$ cat src/rtl/vat_pkg.sv
package vat_pkg;
  localparam int VA_W   = 32;
  localparam int PG_SH  = 12;
  localparam int VPN_W  = VA_W - PG_SH;
  localparam int IDX_W  = VPN_W / 2;
  localparam int BIT_P  = 0;
  localparam int BIT_RW = 1;
  localparam int BIT_US = 2;
  localparam int BIT_A  = 5;
  localparam int BIT_D  = 6;
  localparam int BIT_PS = 7;

  typedef logic [VA_W-1:0]  word_t;
  typedef logic [VPN_W-1:0] frame_t;

  typedef enum logic [2:0] {
    ST_IDLE, ST_RD_DIR, ST_WB_DIR, ST_RD_TBL, ST_WB_TBL, ST_FIN
  } walk_st_e;
endpackage

$ cat src/rtl/vat_addr_gen.sv
module vat_addr_gen
  import vat_pkg::*;
(
  input  frame_t root_frame,
  input  frame_t dir_frame,
  input  frame_t vpn,
  input  word_t  mask,
  output word_t  dir_addr,
  output word_t  tbl_addr
);
  localparam int PAD_W = PG_SH - 2;

  word_t dir_off, tbl_off;

  assign dir_off  = {{(VA_W-PG_SH){1'b0}}, vpn[VPN_W-1 -: IDX_W], 2'b00};
  assign tbl_off  = {{(VA_W-PG_SH){1'b0}}, vpn[IDX_W-1:0], 2'b00};
  assign dir_addr = ({root_frame, {PAD_W{1'b0}}, 2'b00} + dir_off) & mask;
  assign tbl_addr = ({dir_frame,  {PAD_W{1'b0}}, 2'b00} + tbl_off) & mask;
endmodule

$ cat src/rtl/vat_perm_chk.sv
module vat_perm_chk
  import vat_pkg::*;
(
  input  logic  dir_u,
  input  logic  dir_rw,
  input  word_t leaf,
  input  logic  big,
  input  logic  user,
  input  logic  write,
  input  logic  wp,
  output logic  viol,
  output logic  need_wb,
  output logic  grant_w,
  output word_t leaf_upd
);
  logic eff_u, eff_rw, rights_w;

  assign eff_u    = dir_u  & (big | leaf[BIT_US]);
  assign eff_rw   = dir_rw & (big | leaf[BIT_RW]);
  assign viol     = user ? (!eff_u || (write && !eff_rw))
                         : (write && wp && !eff_rw);
  assign rights_w = user ? eff_rw : (!wp || eff_rw);
  assign need_wb  = !leaf[BIT_A] || (write && !leaf[BIT_D]);

  always_comb begin
    leaf_upd        = leaf;
    leaf_upd[BIT_A] = 1'b1;
    if (write) leaf_upd[BIT_D] = 1'b1;
  end

  assign grant_w = rights_w & leaf_upd[BIT_D];
endmodule

$ cat src/rtl/vat_walker.sv
module vat_walker
  import vat_pkg::*;
(
  input  logic        clk,
  input  logic        rst,
  input  logic        req_valid,
  input  logic [19:0] req_vpn,
  input  logic        req_write,
  input  logic        req_user,
  output logic        ready,
  input  logic [19:0] cfg_root_frame,
  input  logic        cfg_pg_en,
  input  logic        cfg_wp,
  input  logic        cfg_big_en,
  input  logic [31:0] cfg_a20_mask,
  output logic        mem_req,
  output logic        mem_we,
  output logic [31:0] mem_addr,
  output logic [31:0] mem_wdata,
  input  logic        mem_ack,
  input  logic [31:0] mem_rdata,
  output logic        done,
  output logic        fault,
  output logic [2:0]  fault_code,
  output logic [19:0] res_pfn,
  output logic [2:0]  res_perm
);
  walk_st_e st;
  frame_t   vpn_q, vpn_cur, pfn_ok;
  logic     wr_q, us_q, big_q, big_cur;
  word_t    pde_q, pte_q, pde_cur, pte_cur, leaf;
  word_t    dir_addr, tbl_addr, leaf_upd, pde_acc;
  logic     viol, need_wb, grant_w;

  // Current entries come straight from the read bus in the cycle they arrive.
  assign pde_cur = (st == ST_RD_DIR) ? mem_rdata : pde_q;
  assign pte_cur = (st == ST_RD_TBL) ? mem_rdata : pte_q;
  assign big_cur = (st == ST_RD_DIR) ? (mem_rdata[BIT_PS] & cfg_big_en) : big_q;
  assign vpn_cur = (st == ST_IDLE) ? req_vpn : vpn_q;
  assign leaf    = big_cur ? pde_cur : pte_cur;

  always_comb begin
    pde_acc        = pde_cur;
    pde_acc[BIT_A] = 1'b1;
  end

  vat_addr_gen u_addr (
    .root_frame (cfg_root_frame),
    .dir_frame  (pde_cur[VA_W-1:PG_SH]),
    .vpn        (vpn_cur),
    .mask       (cfg_a20_mask),
    .dir_addr   (dir_addr),
    .tbl_addr   (tbl_addr)
  );

  vat_perm_chk u_perm (
    .dir_u    (pde_cur[BIT_US]),
    .dir_rw   (pde_cur[BIT_RW]),
    .leaf     (leaf),
    .big      (big_cur),
    .user     (us_q),
    .write    (wr_q),
    .wp       (cfg_wp),
    .viol     (viol),
    .need_wb  (need_wb),
    .grant_w  (grant_w),
    .leaf_upd (leaf_upd)
  );

  assign pfn_ok = (big_cur ? {pde_cur[VA_W-1 -: IDX_W], vpn_q[IDX_W-1:0]}
                           : pte_cur[VA_W-1:PG_SH]) & cfg_a20_mask[VA_W-1:PG_SH];

  assign ready = (st == ST_IDLE);
  assign done  = (st == ST_FIN);

  always_ff @(posedge clk) begin
    if (rst) begin
      st <= ST_IDLE;
      vpn_q <= '0; wr_q <= 1'b0; us_q <= 1'b0; big_q <= 1'b0;
      pde_q <= '0; pte_q <= '0;
      mem_req <= 1'b0; mem_we <= 1'b0; mem_addr <= '0; mem_wdata <= '0;
      fault <= 1'b0; fault_code <= '0; res_pfn <= '0; res_perm <= '0;
    end else begin
      if (mem_ack) mem_req <= 1'b0;
      case (st)
        ST_IDLE: if (req_valid) begin
          vpn_q <= req_vpn; wr_q <= req_write; us_q <= req_user;
          fault <= 1'b0; fault_code <= '0;
          if (!cfg_pg_en) begin
            res_pfn  <= req_vpn & cfg_a20_mask[VA_W-1:PG_SH];
            res_perm <= 3'b111;
            st       <= ST_FIN;
          end else begin
            mem_req <= 1'b1; mem_we <= 1'b0; mem_addr <= dir_addr;
            st      <= ST_RD_DIR;
          end
        end
        ST_RD_DIR: if (mem_ack) begin
          pde_q <= mem_rdata;
          big_q <= big_cur;
          if (!mem_rdata[BIT_P]) begin
            fault <= 1'b1; fault_code <= {us_q, wr_q, 1'b0};
            res_perm <= '0; res_pfn <= '0; st <= ST_FIN;
          end else if (big_cur && viol) begin
            fault <= 1'b1; fault_code <= {us_q, wr_q, 1'b1};
            res_perm <= '0; res_pfn <= '0; st <= ST_FIN;
          end else if (big_cur && need_wb) begin
            mem_req <= 1'b1; mem_we <= 1'b1; mem_wdata <= leaf_upd;
            st <= ST_WB_DIR;
          end else if (big_cur) begin
            res_pfn <= pfn_ok; res_perm <= {1'b1, grant_w, 1'b1}; st <= ST_FIN;
          end else if (!mem_rdata[BIT_A]) begin
            mem_req <= 1'b1; mem_we <= 1'b1; mem_wdata <= pde_acc;
            st <= ST_WB_DIR;
          end else begin
            mem_req <= 1'b1; mem_we <= 1'b0; mem_addr <= tbl_addr;
            st <= ST_RD_TBL;
          end
        end
        ST_WB_DIR: if (mem_ack) begin
          if (big_q) begin
            res_pfn <= pfn_ok; res_perm <= {1'b1, grant_w, 1'b1}; st <= ST_FIN;
          end else begin
            mem_req <= 1'b1; mem_we <= 1'b0; mem_addr <= tbl_addr;
            st <= ST_RD_TBL;
          end
        end
        ST_RD_TBL: if (mem_ack) begin
          pte_q <= mem_rdata;
          if (!mem_rdata[BIT_P] || viol) begin
            fault <= 1'b1; fault_code <= {us_q, wr_q, mem_rdata[BIT_P]};
            res_perm <= '0; res_pfn <= '0; st <= ST_FIN;
          end else if (need_wb) begin
            mem_req <= 1'b1; mem_we <= 1'b1; mem_wdata <= leaf_upd;
            st <= ST_WB_TBL;
          end else begin
            res_pfn <= pfn_ok; res_perm <= {1'b1, grant_w, 1'b1}; st <= ST_FIN;
          end
        end
        ST_WB_TBL: if (mem_ack) begin
          res_pfn <= pfn_ok; res_perm <= {1'b1, grant_w, 1'b1}; st <= ST_FIN;
        end
        ST_FIN:  st <= ST_IDLE;
        default: st <= ST_IDLE;
      endcase
    end
  end
endmodule

$ cat config.mk
export PLATFORM = sky130hd
export DESIGN_NAME = vat_walker
export DESIGN_NICKNAME = d
export VERILOG_FILES = /design/src/rtl/vat_pkg.sv /design/src/rtl/vat_addr_gen.sv /design/src/rtl/vat_perm_chk.sv /design/src/rtl/vat_walker.sv
export SDC_FILE = /design/constraint.sdc
export NUM_CORES = 1
export LEC_CHECK = 0
export BUFFER_PORTS_ARGS = -buffer_cell sky130_fd_sc_hd__buf_2
export CORE_ASPECT_RATIO = 1.5
export CORE_MARGIN = 3
export CORE_UTILIZATION = 50
export CTS_BUF_LIST = sky130_fd_sc_hd__clkbuf_16
export DETAILED_ROUTE_END_ITERATION = 8
export GPL_TIMING_DRIVEN = 0
export HOLD_SLACK_MARGIN = 0.1
export MAX_ROUTING_LAYER = met4
export PLACE_DENSITY = 0.85
export SLEW_MARGIN = 40
export SYNTH_ARGS = -nofsm -noshare
export SYNTH_HDL_FRONTEND = slang
export SYNTH_SLANG_ARGS = --single-unit
$ cat constraint.sdc
create_clock -name clk -period 2.93 [get_ports clk]
set_input_delay 0.1465 -clock clk [delete_from_list [all_inputs] [get_ports clk]]
set_output_delay 0.1465 -clock clk [all_outputs]
set_load 0.02 [all_outputs]
Word level (Yosys, flattened, before mapping) --
Cells that the tools add are included.
Word-level totals: memories kept 0, latch bits 0, RAM bits 0, input port bits 113, bits in registers 183, output and inout bits 95, bits in read-only memories 0, word-level logic and storage cells 201
Operators by class: bitwise logic cells 10, order comparisons 0, reduce and logical (&&, ||, !) cells 31, equality and inequality tests 28, div/mod/pow operators 0, shifts and indexed selects 0, muxes and demuxes 115, multiply operators 0, $add $sub $neg 2
Operators by type and width (number):
- 2-to-1 mux 32 bit | 22
- 2-to-1 mux 20 bit | 15
- case mux 20 bit (5 select lines) | 1
- case mux 32 bit (3 select lines) | 1
- 2-to-1 mux 3 bit | 30
- adder 32 x 12 -> 32 bit | 2
- AND 32 bit | 2
- case mux 32 bit (2 select lines) | 1
- AND 20 bit | 2
- 2-to-1 mux 1 bit | 39
- inequality test 2 bit (second input constant) | 15
- case mux 3 bit (5 select lines) | 2
- AND reduction 11 bit | 2
- inequality test 3 x 2 -> 1 bit (second input constant) | 4
- AND reduction 12 bit | 1
- case mux 3 bit (3 select lines) | 1
- AND reduction 9 bit | 1
- case mux 1 bit (4 select lines) | 2
- == test 3 x 2 -> 1 bit (second input constant) | 2
- == test 3 bit (second input constant) | 2
- logical AND 1 bit | 6
- logical NOT 1 bit | 6
- AND reduction 2 bit | 3
- AND reduction 6 bit | 1
- other kinds (14) | 23

Logic depth before layout (Yosys ltp) --
Gate-level depths: netlist (run 1).
depth in word-level cells 14, gate-level depth with buffers 12, depth with buffers taken out 7

By module --
A second synthesis (run 1) with hierarchy kept.
Second synthesis, totals: cell total of the unflattened synthesis 1237, area, all modules 10236.1 um^2
Modules (own cells, without submodules):
- vat_walker | cells each 1132, seq. area each 3643.5 um^2, area an instance 9541.7 um^2, instances 1
- vat_addr_gen | cells each 65, seq. area each 0.0 um^2, area an instance 409.1 um^2, instances 1
- vat_perm_chk | cells each 40, seq. area each 0.0 um^2, area an instance 285.3 um^2, instances 1

Worst setup path before layout (run 1) --
No wires, ideal clock.
kind register to register, from reg st[1], to reg res_pfn[16], required time 2.814 ns, clock period less this slack 2.297 ns, buffers on the path 4, arrival time 2.181 ns, setup time 0.116 ns, setup slack 0.633 ns, cell stages (with the launch flop) 12, cells stage by stage dfxtp_1 buf_4 or3b_4 buf_2 nand3_1 o221a_2 a21o_2 a31oi_2 and2_4 buf_6 buf_6 a41o_1
On the way: longest elaborated chain between the ends 14, elaborated cells between the ends (all ways) 52, those cells by class eq/ne: 14; mux: 18; bitwise: 5; reduce/logical: 15
RTL lines:
- start: declaration | RTL line vat_walker.sv:28 | walk_st_e st;
- start signal: assignment | RTL line vat_walker.sv:78 | st <= ST_IDLE;
- start signal: assignment | RTL line vat_walker.sv:92 | st <= ST_FIN;
- start signal: assignment | RTL line vat_walker.sv:95 | st <= ST_RD_DIR;
- == test 3 x 2 -> 1 bit / == test 3 x 1 -> 1 bit (equally long branches)
- 2-to-1 mux 32 bit, or another cell as far along | RTL line vat_walker.sv:37 | assign pte_cur = (st == ST_RD_TBL) ? mem_rdata : pte_q;
- 2-to-1 mux 32 bit | RTL line vat_walker.sv:40 | assign leaf = big_cur ? pde_cur : pte_cur;
- OR 1 bit | RTL line vat_perm_chk.sv:19 | assign eff_rw = dir_rw & (big | leaf[BIT_RW]);
- AND 1 bit | RTL line vat_perm_chk.sv:19
- logical NOT 1 bit | RTL line vat_perm_chk.sv:20, vat_perm_chk.sv:21
- logical AND 1 bit | RTL line vat_perm_chk.sv:20 | assign viol = user ? (!eff_u || (write && !eff_rw))
- logical OR 1 bit | RTL line vat_perm_chk.sv:20
- 2-to-1 mux 1 bit | RTL line vat_perm_chk.sv:20
- logical AND 1 bit | RTL line vat_walker.sv:104 | end else if (big_cur && viol) begin
- 2-to-1 mux 20 bit | RTL line vat_walker.sv:104
- 2-to-1 mux 20 bit | RTL line vat_walker.sv:101 | if (!mem_rdata[BIT_P]) begin
- 2-to-1 mux 20 bit | RTL line vat_walker.sv:98 | ST_RD_DIR: if (mem_ack) begin
- case mux 20 bit (5 select lines) | RTL line vat_walker.sv:85 | case (st)
- end signal: assignment | RTL line vat_walker.sv:90 | res_pfn <= req_vpn & cfg_a20_mask[VA_W-1:PG_SH];
- end: declaration | RTL line vat_walker.sv:25 | output logic [19:0] res_pfn,
Several ways; a longest one is shown, not always the timed one. The select of a mux whose other input is x is not followed. A chain may end at the register's enable or synchronous reset.

Worst setup path after layout (run 1) --
from reg st[0], to reg mem_wdata[21]
On the way: longest elaborated chain between the ends 12, elaborated cells between the ends (all ways) 43, those cells by class eq/ne: 10; mux: 15; bitwise: 4; reduce/logical: 14
RTL lines:
- == test 3 x 2 -> 1 bit / == test 3 x 1 -> 1 bit (equally long branches)
- 2-to-1 mux 32 bit, or another cell as far along | RTL line vat_walker.sv:37
- 2-to-1 mux 32 bit | RTL line vat_walker.sv:40
- OR 1 bit / logical NOT 1 bit (equally long branches) | RTL line vat_perm_chk.sv:19, vat_perm_chk.sv:23
- AND 1 bit / logical AND 1 bit (equally long branches) | RTL line vat_perm_chk.sv:19, vat_perm_chk.sv:23
- logical NOT 1 bit / logical OR 1 bit (equally long branches) | RTL line vat_perm_chk.sv:20, vat_perm_chk.sv:21, vat_perm_chk.sv:23
- logical AND 1 bit (on tied branches) | RTL line vat_perm_chk.sv:20, vat_walker.sv:107
- logical OR 1 bit / 2-to-1 mux 32 bit (equally long branches) | RTL line vat_perm_chk.sv:20, vat_walker.sv:107
- 2-to-1 mux 1 bit / 2-to-1 mux 32 bit (equally long branches) | RTL line vat_perm_chk.sv:20, vat_walker.sv:104
- logical OR 1 bit, or another cell as far along | RTL line vat_walker.sv:130 | if (!mem_rdata[BIT_P] || viol) begin
- inequality test 2 bit (no line) / 2-to-1 mux 32 bit (equally long branches)
- AND reduction 9 bit (no line) / case mux 32 bit (2 select lines) (equally long branches)
- end signal: assignment | RTL line vat_walker.sv:108 | mem_req <= 1'b1; mem_we <= 1'b1; mem_wdata <= leaf_upd;
- end signal: assignment | RTL line vat_walker.sv:113 | mem_req <= 1'b1; mem_we <= 1'b1; mem_wdata <= pde_acc;
- end signal: assignment | RTL line vat_walker.sv:134 | mem_req <= 1'b1; mem_we <= 1'b1; mem_wdata <= leaf_upd;
- end: declaration | RTL line vat_walker.sv:19 | output logic [31:0] mem_wdata,
Several ways; a longest one is shown, not always the timed one. The select of a mux whose other input is x is not followed.

==> flow_summary.ini, run 1 <==
[power]
power_density_mw_per_mm2 = 739.5
vdd_ir_drop_max_v = 0.0004929
power_leakage_uw = 0.004825

[timing]
min_period_over_period_pct = 97.78
timing.setup.tns_ns = 0
finClkSkew_ns = 0.01338
timing.final.crit_period_ns = 2.865
worst_slew_margin_rel_pct = 42.29
finalSetupViolCount = 0
worst_slew_pin_slew_ns = 0.8656
finalHoldViolCount = 0
max_freq_mhz = 349.0
slew_violations = 0
holdWs_ns = 0.1167

[global_routing]
grt.met1_usage_pct = 38.70
track_usage_pct = 35.24
global_route.peak_usage_layer = met2
initial_antenna_violation_count = 0
gr-total-overflow = 0
met3_use_gr_pct = 6.161
first_global_vias = 9670
grt_first_pass_wirelength_mm = 50.87
grt.met2_usage_pct = 58.85
grt_max_degree = 17

[clock_network]
numCtsBuffers = 17
worstSkewPairLatency_ns = 0.44
htreeDepth = 4
cts.path.max_buffers = 2
tritoncts_num_sinks = 172
library_cell_used_as_clock_root_buffer = sky130_fd_sc_hd__clkbuf_16
cts_tree = built
worst_setup_hold_path_clk_slew_ns = 0.07

[min_path]
hold_path.class = primary input to flop

[die]
num_io_pins = 208
initial_core_util_pct = 51.71
fp.coreArea_sq_mm = 0.01647
floorplan.die.height_microns = 165.9
std_cell_rows = 57
die_w_microns = 112.6
dieArea_sq_mm = 0.01867

[logic_synthesis]
ys_dominant_reg_cell = sky130_fd_sc_hd__dfxtp_1
synth.yosys.seq_area_share_pct = 40.42
yosys_warnings = 0
synth-seq-cells = 172
synth_edf_count = 0
netlist_area_sq_mm = 0.008518
post_synth.cell_area_avg_sq_um = 7.844
synth_cell_type_count = 65
synthArstFlopShare_pct = 0
post_synth_inst_count = 1086

[placed_design]
placed_area_sq_mm = 0.009791
place.gp.congestion = 1.051
io_buffer_count = 202
hpwlAfterDp_mm = 23.39
dpl.cell_count = 1495

[drt]
drc = 0
routed-via-count = 9804
detail_route.wirelength_mm = 33.22
drt-wirelength-per-cell_microns = 20.54
via_per_inst = 6.063
antenna_left = 0
detailedRoute.firstIterationViolations = 1192
drt_pre_antenna_iters = 7

[run_status]
run_status = complete, no violations

[layout]
layout.core_utilization_pct = 68.63
design.final.nets = 1511
fin_cells = 1617
nFillCells = 1294
final_antenna_diode_count = 0
final_design_instance_area_without_fill_sq_mm = 0.01131
final_layout_size_suffix_gt1_share_pct = 21.83
layout-area-overhead-vs-synth_pct = 32.74

[worst_setup_path]
endpoint_kind = flop
worstPathRequired_ns = 3.28
path_class = flop to flop
critical_path.max_fanout = 14
critical_path.startpoint_type = flop
timing.critical_path.arrival_ns = 3.21

[job]
maxCapViolations = 0
[stage by stage]
| stage | total power [uW] | worst slack (ns) |
|---|---|---|
| after floorplan | 4834 | 0.6325 |
| after global placement | 5820 | -0.02452 |
| after detailed placement | 5865 | -0.01506 |
| after CTS | 8226 | 0.02843 |
| after global routing | 8670 | -0.03845 |
| final | 8361 | 0.06500 |
[final cells by class]
cell class / count / area [sq um] / share of cell area (%)
flip-flops and latches: 172 / 3443 / 30.45
multi-input cells: 806 / 4584 / 40.54
repair buffers: 293 / 1922 / 17.00
inverters: 9 / 33.78 / 0.2988
clock buffers: 17 / 425.4 / 3.762
plain buffers: 99 / 478.0 / 4.227
well taps: 206 / 257.7 / 2.280
clock inverters: 15 / 162.7 / 1.439
[critical path, stage by stage (launching register included)]
cell and delay, ns:
sky130_fd_sc_hd__dfxtp_1 0.30, sky130_fd_sc_hd__buf_2 0.20, sky130_fd_sc_hd__nor3b_4 0.40, sky130_fd_sc_hd__mux2_2 0.45
sky130_fd_sc_hd__o31ai_2 0.08, sky130_fd_sc_hd__and2_1 0.17, sky130_fd_sc_hd__buf_6 0.14, sky130_fd_sc_hd__a31o_4 0.28
sky130_fd_sc_hd__clkbuf_2 0.38, sky130_fd_sc_hd__a21oi_1 0.13, sky130_fd_sc_hd__a211oi_2 0.23
[logic make-up after synthesis]
logic type      synth area share (%)
compound gates                 24.21
flops                          40.42
xor+xnor                      0.1028
mux                            8.607
simple gates                   20.70
buf+inv                        5.920
other cells                  0.04402
[where the power goes]
part / total (uW) / leakage, uW / internal, uW / switching, uW
Sequential: 2760 / 0.00140 / 2590 / 175
Combinational: 3300 / 0.00315 / 1120 / 2180
Clock: 2300 / 0.000284 / 1270 / 1020
Total: 8360 / 0.00482 / 4980 / 3380
[per-layer routing]
metal / part of all wire [%] / up-vias
met5: 0 / -
met4: 6.8 / 0
met3: 8.4 / 190
met2: 50 / 658
met1: 35 / 4543
li1: - / 4413
[path summary, 6_finish.rpt]
check / slack, ns / end / depth (start not counted) / start
worst max-delay path: 0.07 / mem_wdata[21] / 10 / st[0]
worst min-delay path: 0.12 / mem_addr[28] / 5 / cfg_root_frame[16]
worst max register to register: 0.07 / mem_wdata[21] / 10 / st[0]
worst min register to register: 0.46 / pte_q[15] / 2 / pte_q[15]
[Yosys cell counts (all sizes together), types with 2 or more instances]
cell | n | area, sq um
a211o | 2 | 17.52
a211oi | 35 | 407.9
a21o | 5 | 38.79
a21oi | 152 | 760.7
a22oi | 3 | 27.52
a31o | 3 | 35.04
a31oi | 3 | 25.02
a32o | 3 | 30.03
a41o | 4 | 40.04
and2 | 4 | 27.53
and3 | 3 | 18.77
buf | 26 | 192.7
clkbuf | 74 | 277.8
dfxtp | 172 | 3443
inv | 9 | 33.78
mux2 | 2 | 22.52
mux2i | 71 | 710.7
nand2 | 294 | 1106
nand2b | 6 | 37.54
nand3 | 59 | 295.3
nand3b | 3 | 22.52
nor2 | 28 | 112.6
nor2b | 2 | 12.51
nor3 | 2 | 10.01
nor3b | 2 | 26.28
o2111ai | 10 | 87.58
o21a | 3 | 22.52
o21ai | 61 | 305.3
o221ai | 2 | 17.52
o22a | 2 | 17.52
o22ai | 11 | 68.82
o31ai | 10 | 80.07
o32ai | 2 | 17.52
or3 | 2 | 12.51
[repair_timing]
item,4_1_cts,5_1_grt
gates cloned,0,0
hold buffers,91,0
hold endpoints to repair,131,0
buffers inserted,0,0
gates resized for setup,1,13
setup endpoints to repair,1,68
[state kept, by name (all words and copies together) (netlist names), 3 cells and up]
name	count
mem_addr	30
pte_q	24
vpn_q	20
st	3
res_pfn	20
fault_code	3
pde_q	32
mem_wdata	32
[placed cells by master (no fill, tap or decap), types with 3 or more instances in the layout]
cell type and n:
sky130_fd_sc_hd__nand2_1 293, sky130_fd_sc_hd__buf_2 209, sky130_fd_sc_hd__dfxtp_1 172, sky130_fd_sc_hd__a21oi_1 151, sky130_fd_sc_hd__dlygate4sd3_1 91, sky130_fd_sc_hd__mux2i_1 71, sky130_fd_sc_hd__clkbuf_1 65, sky130_fd_sc_hd__nand3_1 59
sky130_fd_sc_hd__o21ai_0 59, sky130_fd_sc_hd__a211oi_2 29, sky130_fd_sc_hd__nor2_1 27, sky130_fd_sc_hd__clkbuf_16 17, sky130_fd_sc_hd__o22ai_1 11, sky130_fd_sc_hd__o2111ai_1 10, sky130_fd_sc_hd__inv_1 9, sky130_fd_sc_hd__buf_6 9
sky130_fd_sc_hd__clkbuf_2 9, sky130_fd_sc_hd__o31ai_1 9, sky130_fd_sc_hd__nand2b_1 6, sky130_fd_sc_hd__a211oi_1 6, sky130_fd_sc_hd__buf_4 5, sky130_fd_sc_hd__a21o_1 4, sky130_fd_sc_hd__a41o_1 4, sky130_fd_sc_hd__buf_1 4
sky130_fd_sc_hd__inv_6 4, sky130_fd_sc_hd__nand3b_1 3, sky130_fd_sc_hd__and3_1 3, sky130_fd_sc_hd__and2_1 3, sky130_fd_sc_hd__o21a_1 3, sky130_fd_sc_hd__a32o_1 3
(Power assumes the default switching activity.)
==> run 2, diff against run 1 <==
REMOVE_ABC_BUFFERS = 1   (was default)
==> run 2 against run 1 <==
Compared with the run above: routed wire length increased by 1.3%; sequential power increased by 2%; critical path depth decreased by 2; register-to-register slack got worse by 0.03 ns; critical endpoint is now mem_wdata[10]; flip-flop and latch count unchanged; clock power decreased by 4%; largest power group unchanged; largest cell class unchanged; power increased by 1.4%; die area unchanged.
==> flow_summary.ini, run 2 (same netlist as run 1, synthesis figures left out) <==
[worst_setup_path]
critical_path.startpoint_type = flop
worstPathRequired_ns = 3.24
endpoint_kind = flop
critical_path.max_fanout = 22
worst-r2r-cell-count = 8
path_class = flop to flop
timing.critical_path.arrival_ns = 3.21

[power]
power.internal_uw = 5050
power_leakage_uw = 0.004840
vdd_ir_drop_max_v = 0.0004338
switching_share_pct = 40.41
power_uw = 8475
seq_power_share_pct = 33.1
power_density_mw_per_mm2 = 747.0
comb_power_share_pct = 40.9
power_frac_clock_pct = 26.0
switchingPower_uw = 3425

[clock_network]
htreeDepth = 4
library_cell_used_as_clock_root_buffer = sky130_fd_sc_hd__clkbuf_16
worstSkewPairLatency_ns = 0.44
cts.path.max_buffers = 2
worst_setup_hold_path_clk_slew_ns = 0.07
cts_tree = built
tritoncts_num_sinks = 172
numCtsBuffers = 17

[global_routing]
gr-total-overflow = 0
grt_max_degree = 85
initial_antenna_violation_count = 1
grt_first_pass_wirelength_mm = 51.56
track_usage_pct = 35.68
first_global_vias = 9674

[timing]
finalSetupViolCount = 0
worst_slew_margin_rel_pct = 42.11
timing.final.crit_period_ns = 2.898
slew_violations = 0
worst_slew_pin_slew_ns = 0.8653
finalHoldViolCount = 0
finClkSkew_ns = 0.01138
holdWs_ns = 0.1208
min_period_over_period_pct = 98.90
max_freq_mhz = 345.1
grt_setup_unrepaired = no

[drt]
via_per_inst = 6.195
routed-via-count = 9645
drc = 0
antenna_left = 0
drt-wirelength-per-cell_microns = 21.60
drt_pre_antenna_iters = 6
detailedRoute.firstIterationViolations = 1056
detail_route.wirelength_mm = 33.64

[min_path]
hold_path.class = primary input to flop
hold_depth = 5

[die]
die_w_microns = 112.6
floorplan.die.height_microns = 165.9
std_cell_rows = 57
initial_core_util_pct = 51.71
num_io_pins = 208
fp.coreArea_sq_mm = 0.01647
dieArea_sq_mm = 0.01867

[layout]
commonest_cells_after_routing_fill_and_taps_aside = sky130_fd_sc_hd__nand2_1 (289), sky130_fd_sc_hd__buf_2 (207), sky130_fd_sc_hd__dfxtp_1 (169)
design.final.nets = 1450
top_regs = mem_wdata (32), pde_q (32), mem_addr (30)
final_design_instance_area_without_fill_sq_mm = 0.01134
most_common_cell_after_layout_fill_and_taps_aside = sky130_fd_sc_hd__nand2_1
layout-area-overhead-vs-synth_pct = 33.18
final_layout_size_suffix_gt1_share_pct = 24.15

[placed_design]
place.gp.congestion = 0.9601
placed_area_sq_mm = 0.009610
hpwlAfterDp_mm = 18.72
io_buffer_count = 203

[job]
maxCapViolations = 0

[run_status]
run_status = complete, no violations
==> run 2: per-layer routing <==
layer	GRT usage (%)	routed length, microns	share of wire [%]	vias to the layer above
met5	-	0	0	-
met4	23.85	1982	5.9	0
met3	6.271	2929	8.7	171
met2	57.71	16590	49	700
met1	39.77	12140	36	4476
li1	-	-	-	4298
==> run 2: power by group through the flow <==
stage                     sequential, uW  clock (uW)  combinational [uW]
after global routing                2830        2300                3640
after detailed placement            2840           0                3010
after CTS                           2800        2210                3280
final                               2810        2200                3470
after floorplan                     2980           0                1620
after global placement              2830           0                2810
==> run 2: per-stage QoR <==
step                TNS [ns]  setup WS, ns  utilization [%]  std cells
floorplan             -61.40        -1.209                -        987
global placement     -331.60        -4.400            56.60       1396
detailed placement    -55.31        -1.082            58.34       1411
CTS                        0      0.003741            68.58       1553
global route               0      0.003732            68.86       1557
finish                     0       0.03227            68.86       1557
==> run 2: critical path, cell delays in order (launching register included) <==
cell	delay [ns]
sky130_fd_sc_hd__dfxtp_4	0.48
sky130_fd_sc_hd__or3b_4	0.58
sky130_fd_sc_hd__mux2i_1	0.18
sky130_fd_sc_hd__a22oi_1	0.31
sky130_fd_sc_hd__and2_4	0.29
sky130_fd_sc_hd__a31o_4	0.23
sky130_fd_sc_hd__and2_4	0.33
sky130_fd_sc_hd__buf_12	0.24
sky130_fd_sc_hd__a211oi_2	0.11
==> run 2: cell type report <==
class,count,area [sq um]
inverter,9,36.28
timing repair buffer,327,2302
sequential,172,3455
antenna,1,2.502
tap,206,257.7
multi-input combinational,810,4731
clock inverter,15,135.1
fill,1304,5130
clock buffer,17,425.4
==> run 2: timing repair <==
item	in CTS	in global routing
endpoints found under the setup margin	92	61
pin swaps	5	0
buffers inserted	8	3
hold buffers	98	0
resized for setup	13	4
endpoints found under the hold margin	132	0
cloned	4	0
==> run 2: final timing paths <==
check                    start             to  slack [ns]
max                      st[0]  mem_wdata[10]        0.03
max reg2reg              st[0]  mem_wdata[10]        0.03
min reg2reg       mem_addr[18]   mem_addr[18]        0.45
min          cfg_root_frame[9]   mem_addr[21]        0.12
==> run 3, diff against run 2 <==
==> constraint.sdc (replaced) <==
create_clock -name clk -period 2.93 [get_ports clk]
set_input_delay 0.586 -clock clk [delete_from_list [all_inputs] [get_ports clk]]
set_output_delay 0.586 -clock clk [all_outputs]
set_load 0.02 [all_outputs]
==> run 3 against run 2 <==
Compared with the run above: global-route usage is 3.5 points lower; die area stayed put; design area is 8.6% lower; first-iteration DRC count is 29% lower; non-clock buffer count is 99 lower; combinational power is 6.1% lower.
==> flow_summary.ini, run 3 (same netlist as run 1, synthesis figures left out) <==
[worst_setup_path]
endpoint_kind = flop
worstReg2RegEnd = mem_wdata[9]
most_numerous_cell_on_the_critical_path = sky130_fd_sc_hd__and2_4
slack_of_the_worst_reg_to_reg_path_ns = 0.05
critical_path.max_fanout = 22
cpPeakStageDelay_ns = 0.57
reg2reg_from = st[0]
timing.critical_path.arrival_ns = 3.18
worst-r2r-cell-count = 8
critical_path.startpoint_type = flop
critical-path-slowest-cell = sky130_fd_sc_hd__or3b_4
worstPathRequired_ns = 3.23
timing.critical_path.cells = or3b_4, mux2i_1, a22oi_1, and2_4, a31o_4, and2_4, buf_12, a211oi_2
path_class = flop to flop

[placed_design]
placed_area_sq_mm = 0.009610
dpl.cell_count = 1411
place.gp.congestion = 0.9601
io_buffer_count = 203
hpwlAfterDp_mm = 18.72

[die]
std_cell_rows = 57
num_io_pins = 208
die_w_microns = 112.6
dieArea_sq_mm = 0.01867
floorplan.die.height_microns = 165.9
fp.coreArea_sq_mm = 0.01647
initial_core_util_pct = 51.71

[timing]
worst_slew_margin_rel_pct = 42.44
finClkSkew_ns = 0.01061
finalSetupViolCount = 0
finalHoldViolCount = 0
max_freq_mhz = 346.9
slew_violations = 0
min_period_over_period_pct = 98.38
timing.final.crit_period_ns = 2.883
worst_slew_pin_slew_ns = 0.8603
grt_setup_unrepaired = no

[layout]
fin_cells = 1461
area_occupied_by_multi_input_gates_sq_mm = 0.004731
nFillCells = 1491
design.final.nets = 1351
final_layout_size_suffix_gt1_share_pct = 25.98
top_regs = mem_wdata (32), pde_q (32), mem_addr (30)
commonest_cells_after_routing_fill_and_taps_aside = sky130_fd_sc_hd__nand2_1 (289), sky130_fd_sc_hd__buf_2 (207), sky130_fd_sc_hd__dfxtp_1 (169)
most_common_cell_after_layout_fill_and_taps_aside = sky130_fd_sc_hd__nand2_1
regArea_sq_mm = 0.003455
layout.core_utilization_pct = 62.91
layout-area-overhead-vs-synth_pct = 21.67
final_design_instance_area_without_fill_sq_mm = 0.01036

[drt]
antenna_left = 0
detail_route.wirelength_mm = 29.88
detail_route.wirelength.met1_mm = 11.05
detailedRoute.firstIterationViolations = 749
routed-via-count = 8850
drt-wirelength-per-cell_microns = 20.45
routed_wl_met3_mm = 2.630
wl_met2_mm = 14.71
drt_pre_antenna_iters = 8
routed.top_layer = met4
via_per_inst = 6.057
drc = 0

[clock_network]
worst_setup_hold_path_clk_slew_ns = 0.06
worstSkewPairLatency_ns = 0.43
htreeDepth = 4
library_cell_used_as_clock_root_buffer = sky130_fd_sc_hd__clkbuf_16
numCtsBuffers = 17
cts_tree = built
tritoncts_num_sinks = 172
cts.path.max_buffers = 2

[global_routing]
track_usage_pct = 32.21
grt_max_degree = 85
first_global_vias = 8619
gr-total-overflow = 0
grt_first_pass_wirelength_mm = 46.56
initial_antenna_violation_count = 4

[power]
power_leakage_uw = 0.004425
vdd_ir_drop_max_v = 0.0004305
power_density_mw_per_mm2 = 795.6

[run_status]
run_status = complete, no violations

[min_path]
hold_path.class = primary input to flop
hold_depth = 3
hold_path.startpoint = req_user
hold_path_end = us_q

[job]
maxCapViolations = 0
## run 3: changes by cell type in the layout (fill, tap and decap cells not counted), sizes merged
| cell | change |
|---|---|
| dlygate4sd3 | -98 |
| buf | -1 |
| diode | +3 |
## run 3: how the worst max path moves through the flow
stage / startpoint / end / slack [ns]
6_report: st[0] / mem_wdata[9] / 0.05
5_1_grt: st[0] / ready / 0.001
4_1_cts: st[1] / mem_wdata[29] / 0.004
3_5_place_dp: st[1] / mem_wdata[29] / -1.08
3_3_place_gp: st[2] / mem_addr[7] / -4.40
2_1_floorplan: st[2] / mem_addr[10] / -1.21
## run 3: power breakdown
part           switching, uW  total, uW  internal [uW]
registers                200       2790           2590
clock network            953       2190           1240
logic                   2130       3260           1130
total                   3290       8250           4960
## run 3: area by class of cell
cell class	count	area share (%)
Multi-Input combinational cell	810	45.65
Sequential cell	172	33.33
Timing Repair Buffer	228	12.68
Clock buffer	17	4.105
Tap cell	206	2.487
Clock inverter	15	1.304
Inverter	9	0.3501
Antenna cell	4	0.09658
## run 3: metal layers
| metal | up-vias | global-route usage (%) |
|---|---|---|
| li1 | 4106 | - |
| met1 | 4102 | 37.81 |
| met2 | 529 | 51.50 |
| met3 | 113 | 5.578 |
| met4 | 0 | 18.51 |
| met5 | - | - |
## run 3: through the flow
stage	hold slack (ns)	setup slack, ns	power (uW)	setup TNS [ns]
floorplan	0.4268	-1.209	4608	-61.40
global placement	0.4379	-4.400	5636	-343.24
detailed placement	0.4431	-1.082	5856	-55.31
CTS	0.3796	0.003741	8185	0
global route	0.3925	0.001432	8602	0
finish	0.3901	0.04734	8246	0
## run 3: critical path, delay by kind of cell, from the launching register on
kind / cells / cell delay [ns]
compound gates: 3 / 0.63
buf+inv: 1 / 0.24
mux: 1 / 0.19
flops: 1 / 0.48
simple gates: 3 / 1.18
## run 3: timing repair
| action | 4_1_cts | 5_1_grt |
|---|---|---|
| pin swaps | 5 | 0 |
| endpoints found under the setup margin | 93 | 65 |
| resized for setup | 13 | 4 |
| buffers inserted | 8 | 2 |
| endpoints found under the hold margin | 0 | 0 |
| gates cloned | 4 | 0 |
| hold buffers | 0 | 0 |
